**src/rtl/odo_pkg.sv**
```systemverilog
package odo_pkg;

  // Next counter value for one counted pulse; wraps naturally at the width.
  function automatic logic [15:0] odo_step16(input logic [15:0] cur, input logic up);
    return up ? cur + 16'd1 : cur - 16'd1;
  endfunction

  // Direction rule: the drive-state only matters while the control is enabled.
  function automatic logic odo_count_up(input logic enable, input logic ds);
    return (!enable) || ds;
  endfunction

endpackage

```
**src/rtl/odo_sync.sv**
```systemverilog
module odo_sync #(
  parameter int W      = 1,
  parameter int STAGES = 2
) (
  input  logic         clk,
  input  logic         rst_n,
  input  logic [W-1:0] d,
  output logic [W-1:0] q
);
  logic [STAGES-1:0][W-1:0] sr;

  always_ff @(posedge clk or negedge rst_n) begin
    if (!rst_n) sr <= '0;
    else        sr <= {sr[STAGES-2:0], d};
  end

  assign q = sr[STAGES-1];
endmodule

```
**src/rtl/odo_dir_ctrl.sv**
```systemverilog
module odo_dir_ctrl (
  input  logic clk,
  input  logic rst_n,
  input  logic en_wr,
  input  logic en_wdata,
  input  logic ds_sync,
  output logic dir_en,
  output logic count_up
);
  import odo_pkg::*;

  always_ff @(posedge clk or negedge rst_n) begin
    if (!rst_n)     dir_en <= 1'b0;
    else if (en_wr) dir_en <= en_wdata;
  end

  // Uses the registered enable, so a write reaches updates one edge later.
  assign count_up = odo_count_up(dir_en, ds_sync);
endmodule

```
**src/rtl/odo_channel.sv**
```systemverilog
module odo_channel #(
  parameter int CNT_W = 16
) (
  input  logic             clk,
  input  logic             rst_n,
  input  logic             pulse_s,
  input  logic             count_up,
  output logic [CNT_W-1:0] cnt,
  output logic             step_up,
  output logic             step_dn
);
  logic pulse_d;
  logic rise;

  always_ff @(posedge clk or negedge rst_n) begin
    if (!rst_n) pulse_d <= 1'b0;
    else        pulse_d <= pulse_s;
  end

  assign rise    = pulse_s & ~pulse_d;
  assign step_up = rise & count_up;
  assign step_dn = rise & ~count_up;

  always_ff @(posedge clk or negedge rst_n) begin
    if (!rst_n)       cnt <= '0;
    else if (step_up) cnt <= cnt + CNT_W'(1);
    else if (step_dn) cnt <= cnt - CNT_W'(1);
  end
endmodule

```
**src/rtl/odo_pulse_counter.sv**
```systemverilog
module odo_pulse_counter #(
  parameter int NUM_CH      = 2,
  parameter int CNT_W       = 16,
  parameter int SYNC_STAGES = 2
) (
  input  logic                    clk,
  input  logic                    rst_n,
  input  logic [NUM_CH-1:0]       pulse_in,
  input  logic                    drive_state,
  input  logic                    en_wr,
  input  logic                    en_wdata,
  input  logic                    snap_stb,
  output logic                    dir_en,
  output logic [NUM_CH*CNT_W-1:0] snap_cnt,
  output logic                    snap_state
);
  localparam int SW = NUM_CH + 1;

  logic [SW-1:0]           sync_q;
  logic [NUM_CH-1:0]       pulse_s;
  logic                    ds_s;
  logic                    count_up;
  logic [NUM_CH-1:0]       step_up;
  logic [NUM_CH-1:0]       step_dn;
  logic [NUM_CH*CNT_W-1:0] cnt_flat;

  odo_sync #(.W(SW), .STAGES(SYNC_STAGES)) u_sync (
    .clk(clk), .rst_n(rst_n), .d({drive_state, pulse_in}), .q(sync_q)
  );
  assign pulse_s = sync_q[NUM_CH-1:0];
  assign ds_s    = sync_q[NUM_CH];

  odo_dir_ctrl u_dir (
    .clk(clk), .rst_n(rst_n), .en_wr(en_wr), .en_wdata(en_wdata),
    .ds_sync(ds_s), .dir_en(dir_en), .count_up(count_up)
  );

  for (genvar c = 0; c < NUM_CH; c++) begin : g_ch
    odo_channel #(.CNT_W(CNT_W)) u_ch (
      .clk(clk), .rst_n(rst_n), .pulse_s(pulse_s[c]), .count_up(count_up),
      .cnt(cnt_flat[c*CNT_W +: CNT_W]), .step_up(step_up[c]), .step_dn(step_dn[c])
    );
  end

  always_ff @(posedge clk or negedge rst_n) begin
    if (!rst_n) begin
      snap_cnt   <= '0;
      snap_state <= 1'b0;
    end else if (snap_stb) begin
      snap_cnt   <= cnt_flat;
      snap_state <= ds_s;
    end
  end
endmodule

```
**config.mk**
```make
export PLATFORM = sky130hd
export DESIGN_NAME = odo_pulse_counter
export DESIGN_NICKNAME = d
export VERILOG_FILES = /design/src/rtl/odo_pkg.sv /design/src/rtl/odo_sync.sv /design/src/rtl/odo_dir_ctrl.sv /design/src/rtl/odo_channel.sv /design/src/rtl/odo_pulse_counter.sv
export SDC_FILE = /design/constraint.sdc
export NUM_CORES = 1
export LEC_CHECK = 0
export BUFFER_PORTS_ARGS = -buffer_cell sky130_fd_sc_hd__buf_2
export CAP_MARGIN = 10
export CELL_PAD_IN_SITES_DETAIL_PLACEMENT = 1
export CELL_PAD_IN_SITES_GLOBAL_PLACEMENT = 2
export CORE_ASPECT_RATIO = 0.9
export CORE_UTILIZATION = 43
export CTS_BUF_LIST = sky130_fd_sc_hd__clkbuf_4
export DETAILED_ROUTE_END_ITERATION = 10
export HOLD_SLACK_MARGIN = 0.05
export PLACE_DENSITY = 0.87
export SYNTH_ARGS = -nofsm -noshare
export SYNTH_HDL_FRONTEND = slang
export SYNTH_SLANG_ARGS = --single-unit
```
**constraint.sdc**
```tcl
create_clock -name clk -period 4.65 [get_ports clk]
set_input_delay 0.465 -clock clk [delete_from_list [all_inputs] [get_ports clk]]
set_output_delay 0.465 -clock clk [all_outputs]
set_load 0.02 [all_outputs]
```
# After elaboration in Yosys (flattened, before gate mapping)
# Cells that the tools add are included.
word_totals:
  reg_bits: 74
  inputBits: 8
  out_inout_bits: 34
  elab_cells: 30
op_classes:
  addsub: 4
  mux: 4
  n_bitwise: 9
  n_reduce_logical: 4
op_table:
  columns: ["operator", "count"]
  rows:
  - ["2-to-1 mux 16 bit", 4]
  - ["adder 16 x 1 -> 16 bit (second input constant)", 2]
  - ["subtractor 16 x 1 -> 16 bit (second input constant)", 2]
  - ["bitwise AND 1 bit", 6]
  - ["nonzero test 2 bit", 2]
  - ["inverter 1 bit", 3]
  - ["zero test 1 bit", 1]
  - ["logical OR 1 bit", 1]

# Longest topological paths before layout
depth:
  depth_word: 6
  depth_mapped: 11
  mapped_depth_nobuf: 10

# Hierarchy
# From an unflattened synthesis, not the netlist that was laid out.
hier_totals:
  hier_cells: 398
  hier_area_um2: 4362.9
modules_own_cells:
  columns: ["mod", "n_inst", "cells_each", "area_each_um2"]
  rows:
  - ["odo_channel at g_ch[1].u_ch", 1, 157, 1390.1]
  - ["odo_pulse_counter", 1, 70, 1381.3]
  - ["odo_channel at g_ch[0].u_ch", 1, 159, 1372.6]
  - ["odo_sync", 1, 9, 172.7]
  - ["odo_dir_ctrl", 1, 3, 46.3]

# Worst setup path after synthesis
# Ideal clock, no wire load.
synth_timing:
  kind: "register to register"
  from: "reg u_sync.sr (netlist bit u_sync.q[1])"
  to: "reg g_ch[1].u_ch.cnt[15]"
  setup_ns: 0.079
  arrival_time_ns: 2.646
  t_required_ns: 4.571
  path_slack_ns: 1.925
  path_stages_with_launch: 12
  path_cell_list: "dfrtp_1 -> nor2b_1 -> clkbuf_1 -> nand2_1 -> ha_1 -> clkbuf_2 -> nand3_1 -> or2_0 -> or2_2 -> o21ai_1 -> mux2i_1 -> xor2_1"
synth_via:
  elab_chain_len: 3
  elab_cells_between_ends: 5
  cone_classes: "1 x mux; 3 x bitwise; 1 x reduce/logical"
synth_lines:
  columns: ["element", "line", "text"]
  rows:
  - ["start: declaration", "odo_sync.sv:10", "logic [STAGES-1:0][W-1:0] sr;"]
  - ["start signal: assignment", "odo_sync.sv:14", "else sr <= {sr[STAGES-2:0], d};"]
  - ["bitwise AND 1 bit (*)", "odo_channel.sv:20", "assign rise = pulse_s & ~pulse_d;"]
  - ["bitwise AND 1 bit, on equally long branches", "odo_channel.sv:21, odo_channel.sv:22", null]
  - ["2-to-1 mux 16 bit / nonzero test 2 bit (equally long branches)", null, null]
  - ["end signal: assignment", "odo_channel.sv:26", "else if (step_up) cnt <= cnt + CNT_W'(1);"]
  - ["end signal: assignment", "odo_channel.sv:27", "else if (step_dn) cnt <= cnt - CNT_W'(1);"]
  - ["end: declaration", "odo_channel.sv:8", "output logic [CNT_W-1:0] cnt,"]
# Mark *: on every way between the ends. The rest lies on a longest branch, timed or not.
# A chain may end at the register's enable or synchronous reset.

# Final worst setup path
layout_timing:
  from: "reg g_ch[0].u_ch.pulse_d"
  to: "reg g_ch[0].u_ch.cnt[15]"
layout_via:
  elab_chain_len: 4
  elab_cells_between_ends: 6
  cone_classes: "1 x mux; 4 x bitwise; 1 x reduce/logical"
layout_lines:
  columns: ["element", "line", "text"]
  rows:
  - ["start: declaration", "odo_channel.sv:12", "logic pulse_d;"]
  - ["start signal: assignment", "odo_channel.sv:17", "else pulse_d <= pulse_s;"]
  - ["inverter 1 bit (*)", "odo_channel.sv:20", null]
  - ["bitwise AND 1 bit (*)", "odo_channel.sv:20", null]
  - ["bitwise AND 1 bit, on equally long branches", "odo_channel.sv:21, odo_channel.sv:22", null]
  - ["2-to-1 mux 16 bit / nonzero test 2 bit (equally long branches)", null, null]
  - ["end signal: assignment", "odo_channel.sv:26", null]
  - ["end signal: assignment", "odo_channel.sv:27", null]
  - ["end: declaration", "odo_channel.sv:8", null]
# Marks and branches as above.

==> summary.txt <==
Synthesis
  • YS warnings: 0
  • Avg Inst Size Synth: around 11 um^2
  • Synthesized net count: ~430
  • Distinct cell type count after synthesis: 52
  • Post-Syn Area: just over 0.004 mm^2
  • Number of synthesized flops with an enable pin: 0
  • Fraction of registers with async set/reset: 100%
  • Register bit total from synthesis: 74
  • Mapped Cells: just under 400
  • Main synth FF type: dfrtp_1
  • Register area share after synthesis: 45.0%

Power and ir drop
  • Maximum vdd ir drop: 0.000301 V
  • Power Total: 3.32 mW
  • Pwr per Cell Area: 732 mW/mm^2
  • Logic gate share of total power: 56.0%
  • Sequential share of power: 33.7%
  • Switch share: between 40% and 50%
  • Switching power: 1.48 mW
  • Clk pwr share: 10.3%
  • Leakage power: between 2 and 2.5 nW
  • Internal power: between 1.5 and 2 mW

Clock tree
  • Clock sinks: 74
  • Worst-path clk slew: 0.12 ns
  • Clk buf depth: 2
  • Post-CTS Resized: 0
  • Post-CTS setup buffer count: 0
  • Cts hold-fix bufs: 0
  • H-Tree Depth: 3
  • CTS Root Cell: clkbuf_4
  • TritonCTS clock tree: done
  • Total CTS buffers: 9
  • Clk_lat worst skew: 0.43 ns

Route
  • Routed len/inst: 16.3 um
  • Remaining DRCs: 0
  • Routed WL: around 9000 um
  • Final ANT Viol Nets: 0
  • Initial drt markers: 72
  • Drt pass-1 iters: 4
  • Total vias in the final route: roughly 3.0k
  • DR vias/cell: around 5.5

Run status
  • Status: finished, final reports clean

Timing
  • Peak Freq: 301 MHz
  • Fin Clk Skew: 0.0150 ns
  • Worst Max-Slew Pin Slew: 0.938 ns
  • Final Worst Setup Slack: ~1.3 ns
  • RSZ-0062 raised after global routing: false
  • Setup violators final: 0
  • Setup TNS: 0 ns
  • Period utilisation layout: 71.4%
  • Fin crit period: roughly 3.3 ns
  • Slew headroom: ~37%
  • Final hold viol count: 0
  • Max Slew Vio Count: 0

Global routing
  • Met2 GRT Util: 30.3%
  • Vias in the first global route: 3022
  • Busiest grt layer: met2
  • GRT Total Usage: 19.6%
  • First-pass GRT wire length: about 15000 um
  • Largest net degree at the start of global routing: 75
  • Grt total ovfl: 0
  • Routing usage on met1: 27.8%
  • Antenna violations before repair: 0
  • GR Layer Usage met3: 3.86%

Final layout
  • Final nets: roughly 470
  • Most frequent cells in the layout: dfrtp_1, buf_2, nand2_1, mux2_2, ha_1
  • Fin util: roughly 50%
  • ANT cells: 0
  • Commonest non-fill, non-tap cell in the layout: dfrtp_1
  • Post-route non-filler standard cell count: about 550
  • Layout cell share with drive strength beyond 1: 23.1%
  • Fillers: between 1k and 1.5k
  • Layout area overhead: 10.4%

Critical path
  • Worst r2r src: g_ch[0].u_ch.pulse_d
  • WP data arrival: 3.68 ns
  • Critical Path End: g_ch[0].u_ch.cnt[15]
  • WP depth: 11
  • Max FO, Critical Path: 33
  • Worst Setup SP: g_ch[0].u_ch.pulse_d
  • WS Path Type: flip-flop to flip-flop
  • R2R depth: 11
  • CP startpoint kind: flip-flop
  • Worst Path Buf+Inv: 2
  • Cell family with most CP delay: compound AO/OA/AOI/OAI gates
  • Reg-to-reg endpoint: g_ch[0].u_ch.cnt[15]
  • Worst Setup End Kind: flip-flop
  • Required @ worst endpoint: around 5 ns
  • Slowest-stage cell, CP: ha_1
  • R2R Setup Slk: 1.33 ns
  • Largest stage delay, worst path: 0.47 ns
  • CP Cell Sequence: nand2b_1, buf_4, nor2_1, inv_1, ha_1, a21oi_1, nand2_1, o211a_1, o21ai_1, mux2i_1, xnor2_1

Floorplanning
  • IO Count: 42
  • Initial core utilization: 44.7%
  • CORE AREA: 0.00921 mm^2
  • Die ar.: 0.00996 mm^2
  • Rows: 33
  • Width of the chip: 105 um
  • Die span in y: 94.8 um

Place
  • Buffers on Ports: 41
  • Dpl ws: 1.31 ns
  • Placer congestion estimate: roughly 0.83
  • Post-DP HPWL: 6470 um
  • Inst Count DP: 539

Min path
  • Hold Path Class: primary input to flip-flop

Run
  • Max_cap viols: 0
## power groups by stage
stage | clock network, mW | registers, mW | logic (mW)
2_1_floorplan | 0 | 1.26 | 1.25
3_3_place_gp | 0 | 1.12 | 1.81
3_5_place_dp | 0 | 1.14 | 1.86
4_1_cts | 0.361 | 1.13 | 1.88
5_1_grt | 0.384 | 1.16 | 2.08
6_report | 0.344 | 1.12 | 1.86
## through the flow
step / hold WS [ns] / area [um^2]
2_1_floorplan: 0.169 / 4110
3_3_place_gp: 0.333 / 4440
3_5_place_dp: 0.340 / 4440
4_1_cts: 0.111 / 4540
5_1_grt: 0.105 / 4540
6_report: 0.141 / 4540
## logic make-up after synthesis
kind of cell               Yosys count  synth area share [%]
xor gates and xnor gates            18                  3.83
buffers and inverters               23                  2.22
AOI/OAI and AO/OA                  101                  16.5
muxes                               37                  10.0
adders and majority gates           32                  10.1
and+or+nand+nor                    102                  12.3
DFF                                 74                  45.0
## sequential cells by signal, indices dropped and copies added, names as in the netlist
register / cells
snap_state: 1
g_ch.u_ch.cnt: 32
u_dir.dir_en: 1
u_sync.sr: 3
snap_cnt: 32
g_ch.u_ch.pulse_d: 2
u_sync.q: 3
## area by class of cell
class                      count  area, um^2  share of cell area (%)
tap                          122         153                    3.36
multi-input combinational    290        2170                    47.8
inverter                       9        33.8                   0.744
clock inverter                 4        20.0                   0.441
clock buffer                  11        82.6                    1.82
timing repair buffer          44         230                    5.07
sequential                    74        1850                    40.8
## synth_stat cells, drive strengths merged, types with 2 or more instances
cell / number / area share (%)
a211oi: 4 / 0.73
a21boi: 2 / 0.64
a21o: 13 / 2.4
a21oi: 20 / 2.4
a2bb2oi: 2 / 0.43
a31oi: 2 / 0.30
and3: 2 / 0.43
buf: 2 / 0.24
clkbuf: 12 / 1.2
dfrtp: 74 / 45
fa: 2 / 0.97
ha: 30 / 9.1
inv: 9 / 0.82
mux2: 34 / 9.3
mux2i: 3 / 0.73
nand2: 35 / 3.2
nand2b: 6 / 0.91
nand3: 12 / 1.5
nand4: 3 / 0.46
nor2: 18 / 1.6
nor2b: 4 / 0.61
nor3: 7 / 0.85
nor3b: 6 / 1.1
o211ai: 4 / 0.85
o21a: 9 / 1.6
o21ai: 30 / 3.6
o31ai: 5 / 0.91
or2: 2 / 0.30
or4: 2 / 0.36
xnor2: 9 / 1.9
xor2: 9 / 1.9
## layer usage
metal,wire length (um),vias up
met4,95,0
met5,0,-
met3,252,8
met1,4630,1499
met2,4050,42
li1,-,1486
## worst min-delay path by stage
stage	from	end	slack, ns	cells past startpoint
global placement	u_sync.sr[0]	u_sync.q[0]	0.33	0
CTS	pulse_in[0]	u_sync.sr[0]	0.11	1
finish	pulse_in[0]	u_sync.sr[0]	0.14	1
detailed placement	u_sync.sr[2]	u_sync.q[2]	0.34	0
global route	pulse_in[0]	u_sync.sr[0]	0.10	1
floorplan	rst_n	g_ch[0].u_ch.cnt[0]	0.17	0
Power figures use the tool's default switching activity.
